<file path="src/rtl/amo_seq.sv">
module amo_seq #(
  parameter int AW = 32,
  parameter int DW = 32
) (
  input  logic          clk,
  input  logic          rst_n,
  input  logic          req_valid,
  input  logic [3:0]    req_op,
  input  logic [AW-1:0] req_addr,
  input  logic [DW-1:0] req_operand,
  output logic          busy,
  output logic          done,
  output logic [DW-1:0] result,
  output logic          aph_valid,
  output logic          aph_write,
  output logic          aph_excl,
  output logic [AW-1:0] aph_addr,
  output logic [DW-1:0] aph_wdata,
  input  logic          aph_ready,
  input  logic          dph_ready,
  input  logic          dph_err,
  input  logic          dph_exokay,
  input  logic [DW-1:0] dph_rdata,
  input  logic          trap_enter,
  input  logic          trap_rdy,
  output logic          exc_valid,
  output logic [3:0]    exc_cause
);
  localparam logic [2:0] PH_IDLE = 3'd0, PH_RD = 3'd1, PH_CALC = 3'd2,
                         PH_WR = 3'd3, PH_FAULT = 3'd4;
  localparam logic [3:0] CAUSE_MISAL = 4'd6, CAUSE_ACCESS = 4'd7;

  logic [2:0]    phase;
  logic [DW-1:0] old_q, combined;

  wire misal = req_addr[1:0] != 2'b00;

  always_comb begin
    case (req_op)
      4'd1:    combined = old_q + req_operand;
      4'd2:    combined = old_q ^ req_operand;
      4'd3:    combined = old_q & req_operand;
      4'd4:    combined = old_q | req_operand;
      4'd5:    combined = ($signed(old_q) < $signed(req_operand)) ? old_q : req_operand;
      4'd6:    combined = ($signed(old_q) > $signed(req_operand)) ? old_q : req_operand;
      4'd7:    combined = (old_q < req_operand) ? old_q : req_operand;
      4'd8:    combined = (old_q > req_operand) ? old_q : req_operand;
      default: combined = req_operand;
    endcase
  end

  always_ff @(posedge clk or negedge rst_n) begin
    if (!rst_n) begin
      phase <= PH_IDLE;
      old_q <= '0;
    end else if (trap_enter && (phase != PH_FAULT || trap_rdy)) begin
      phase <= PH_IDLE;
    end else begin
      case (phase)
        PH_IDLE:
          if (req_valid) begin
            if (misal)          phase <= PH_FAULT;
            else if (aph_ready) phase <= PH_RD;
          end
        PH_RD:
          if (dph_ready) begin
            if (dph_err || !dph_exokay) phase <= PH_FAULT;
            else begin
              old_q <= dph_rdata;
              phase <= PH_CALC;
            end
          end
        PH_CALC:
          if (aph_ready) phase <= PH_WR;
        PH_WR:
          if (dph_ready) phase <= dph_err ? PH_FAULT : PH_IDLE;
        PH_FAULT: phase <= PH_FAULT;
        default:  phase <= PH_IDLE;
      endcase
    end
  end

  assign aph_valid = !trap_enter &&
                     ((phase == PH_IDLE && req_valid && !misal) || phase == PH_CALC);
  assign aph_write = phase == PH_CALC;
  assign aph_excl  = aph_valid;
  assign aph_addr  = req_addr;
  assign aph_wdata = combined;

  assign done      = phase == PH_WR && dph_ready && !dph_err && !trap_enter;
  assign result    = old_q;
  assign busy      = phase != PH_IDLE || req_valid;
  assign exc_valid = phase == PH_FAULT;
  assign exc_cause = !exc_valid ? 4'd0 : misal ? CAUSE_MISAL : CAUSE_ACCESS;
endmodule

</file>
<file path="config.mk">
export PLATFORM = sky130hd
export DESIGN_NAME = amo_seq
export DESIGN_NICKNAME = d
export VERILOG_FILES = /design/src/rtl/amo_seq.sv
export SDC_FILE = /design/constraint.sdc
export NUM_CORES = 1
export LEC_CHECK = 0
export BUFFER_PORTS_ARGS = -buffer_cell sky130_fd_sc_hd__buf_2
export CORE_MARGIN = 2
export CORE_UTILIZATION = 48
export CTS_CLUSTER_DIAMETER = 50
export CTS_CLUSTER_SIZE = 12
export DETAILED_ROUTE_END_ITERATION = 6
export PLACE_DENSITY = 0.8
export SYNTH_ARGS = -nofsm -noshare
export SYNTH_HDL_FRONTEND = slang
export SYNTH_SLANG_ARGS = --single-unit
</file>
<file path="constraint.sdc">
create_clock -name clk -period 7.7 [get_ports clk]
set_input_delay 1.155 -clock clk [delete_from_list [all_inputs] [get_ports clk]]
set_output_delay 1.155 -clock clk [all_outputs]
set_load 0.01 [all_outputs]
</file>
==> flow_summary_export.csv <==
group,metric,value,unit
clock_network,clk_latency,300,ps
global_routing,grt_pass1_wl,29700,um
layout,final_nets,1111,
floorplan,die_w,119,um
pwr,finalPower,0.00133,W
routing,drc,0,
floorplan,dieArea,14100,um^2
job,cap_violations,0,
logic_synthesis,ys_ff_latch,35,
floorplan,core.rowCount,41,
layout,multi_input_area,4680,um^2
pwr,comb_power_share,0.580,
layout,layout.area.seq,876,um^2
timing,setup_viol,0,
layout,fin_cells,1078,
setup_path,critPathRequiredTime,6550,ps
layout,area_growth,12.5,%
pwr,p_sw,0.000607,W
layout,diodes,0,
worst_hold_path,hp-class,"reg2reg",
clock_network,clk_pin_slew,60,ps
setup_path,r2r_end,"result[11]",
global_routing,grt_pass1_vias,6079,
global_routing,grt_usage,0.256,
pwr,ir_drop,0.143,mV
setup_path,crit_path_end_kind,"primary output",
pwr,intPower,0.000721,W
logic_synthesis,synthesis.area,6310,um^2
logic_synthesis,synth_top_cell_by_area,"ha_1",
timing,rsz0062_at_grt,"no",
logic_synthesis,synth_cell_type_count,72,
logic_synthesis,synth_flop_cell,"dfrtp_1",
global_routing,grt_overflow,0,
setup_path,critPathCapture,"aph_wdata[15]",
timing,tightest_slew,999,ps
setup_path,reg2reg_from,"phase[2]",
logic_synthesis,syn_avg_cell_area,7.70,um^2
routing,routed_wl,18300,um
clock_network,holdBufCountCts,0,
routing,drt-initial-drc-count,502,
clock_network,cts_buffers,5,
logic_synthesis,synthArstFlopShare,1.00,
placed_design,port_buffers,153,
timing,layout_min_cycle_time,5830,ps
setup_path,crit_start,"req_operand[29]",
setup_path,crit_path_max_fanout,18,
logic_synthesis,synth_edf_count,0,
layout,fillers,1281,
setup_path,r2r_setup_slack,4970,ps
run_status,status,"complete, no violations",
timing,drv_slew,0,
setup_path,critPathArrivalTime,4670,ps
placed_design,dp_hpwl,13400,um
pwr,p_sw_frac,0.457,
timing,fin_crit_sh,0.757,
setup_path,r2r_cells,5,
logic_synthesis,ys_warn_count,0,
layout,drive_gt1_frac,0.254,
setup_path,crit_type,"in2out",
pwr,power.share.clock,0.206,
placed_design,dp_cells,1070,
floorplan,io_pins,215,
timing,final-hold-violation-count,0,
clock_network,cts.sinks,35,
routing,antenna_left,0,
routing,route.vias.total,6405,
routing,wl_per_cell,17.0,um
clock_network,cts_setup_buffers,0,
timing,fin_skew,7.88,ps
timing,fin_tns_setup,0,ps
timing,holdWs,606,ps
logic_synthesis,syn-num-nets,1025,
global_routing,antenna_found_initial,0,
routing,drt_pass1_iterations,5,
logic_synthesis,synth_area_leaders,"ha_1 19%, dfrtp_1 14%, mux2_2 5.7%, a21oi_1 5.6%, inv_1 4.9%",
global_routing,grt_max_degree,36,
pwr,p_per_area,187,nW/um^2
routing,vias_per_cell,5.94,
worst_hold_path,hp-start,"result[0]",
logic_synthesis,synthCells,819,
placed_design,place.gp.congestion,0.910,
timing,relSlewSlack,0.334,
clock_network,cts_htree_levels,2,
pwr,seqPwrFrac,0.215,
clock_network,cts_root_buf,"clkbuf_16",
clock_network,ctsLongestPathBuffers,2,
floorplan,start_util,0.496,
setup_path,start_kind,"primary input",
clock_network,cts_resized,0,
floorplan,core,12700,um^2
clock_network,cts_tree,"yes",
pwr,power.leakage,3.54,nW
timing,fmax,172,MHz
floorplan,die_y,119,um
logic_synthesis,yosys.area.top_type_share,0.190,
logic_synthesis,synth-seq-area-share,0.139,
[cells in the mapped netlist, types with 16 or more instances]
library cell   n
o211ai_1      16
ha_1          96
dfrtp_1       35
a21oi_1       70
o21ai_0       43
nand2_1       68
nor2_1        55
clkbuf_1      29
a21o_1        17
mux2_2        32
buf_4         36
nor3_1        18
inv_1         83
nand3_1       19
[per-layer routing]
layer  up-vias  routed length (um)  global-route usage  part of all wire
met2       307                8300               0.408              0.45
met5         -                   0                   0                 0
met1      2983                8030               0.340              0.44
li1       3070                   -                   -                 -
met4         0                 523               0.103             0.029
met3        45                1440              0.0483             0.078
[cells by family (layout without fill, tap and decap cells)]
kind of cell / count (synthesis) / after routing / synth area share
xor gates and xnor gates: 20 / 20 / 0.0278
adders and majority gates: 97 / 97 / 0.194
AOI/OAI and AO/OA: 259 / 259 / 0.291
buffers and inverters: 166 / 253 / 0.124
DFF: 35 / 35 / 0.139
other: 1 / 1 / 0.000595
and+or+nand+nor: 204 / 204 / 0.158
muxes: 37 / 37 / 0.0671
[flip-flops by register name (all words and copies together) (netlist names)]
signal / count
result: 32
phase: 3
[worst min-delay path by stage]
stage | to | slack, ps | cells past startpoint
2_1_floorplan | phase[2] | 600 | 2
3_3_place_gp | result[0] | 580 | 1
3_5_place_dp | result[0] | 600 | 1
4_1_cts | result[0] | 610 | 1
5_1_grt | result[4] | 670 | 1
6_report | result[0] | 610 | 1
[power by group through the flow]
stage | clock network [W] | registers [W] | logic, W
4_1_cts | 0.000282 | 0.000285 | 0.000760
3_5_place_dp | 0 | 0.000288 | 0.000756
6_report | 0.000273 | 0.000285 | 0.000770
3_3_place_gp | 0 | 0.000285 | 0.000746
5_1_grt | 0.000288 | 0.000295 | 0.000847
2_1_floorplan | 0 | 0.000289 | 0.000547
[critical path: stages]
cell and delay, ps:
buf_2 110, inv_1 60, ha_1 460, nor2_1 100
a221oi_2 270, o21bai_1 160, nor4_4 510, o21a_2 330
mux2i_4 700, buf_4 320, a221oi_1 100, a21oi_1 160
a21o_1 100, buf_2 120
[cell type report]
cell class | instances | share of cell area
multi-input cells | 618 | 0.659
flip-flops and latches | 35 | 0.123
repair buffers | 160 | 0.115
inverters | 85 | 0.0450
well taps | 172 | 0.0303
clock buffers | 6 | 0.0182
clock inverters | 2 | 0.00847
[stage by stage]
stage | setup slack [ps] | util | area (um^2)
after CTS | 1870 | 0.558 | 7090
final | 1870 | 0.558 | 7090
after detailed placement | 1900 | 0.543 | 6900
after floorplan | 2770 | - | 6310
after global placement | 1960 | 0.543 | 6900
after global routing | 1560 | 0.558 | 7090
[layout by cell type, fill, tap and decap left out, types with 3 or more instances in the layout]
cell and n:
o31ai_1 6, nand2_1 68, o211ai_1 16, a21o_1 17
nor3_1 18, and2_1 3, a221oi_2 8, xnor2_1 11
a221oi_1 15, o32a_1 3, o21a_1 4, o221ai_1 5
a21boi_0 4, nand3_1 18, buf_2 153, and3_1 5
o21ai_0 43, xor2_1 9, dfrtp_1 35, mux2i_1 3
nor4_4 3, a22oi_1 8, nor4_1 8, o21ai_1 8
o32ai_1 3, inv_1 83, o2111ai_1 3, a21oi_1 70
nand2b_1 3, mux2_2 32, a221o_1 13, clkbuf_16 5
nor2b_1 7, a211oi_1 6, nor2_1 55, a31oi_1 5
or3_1 3, buf_4 7, ha_1 96
No activity file was read; power rests on OpenSTA's default activity.
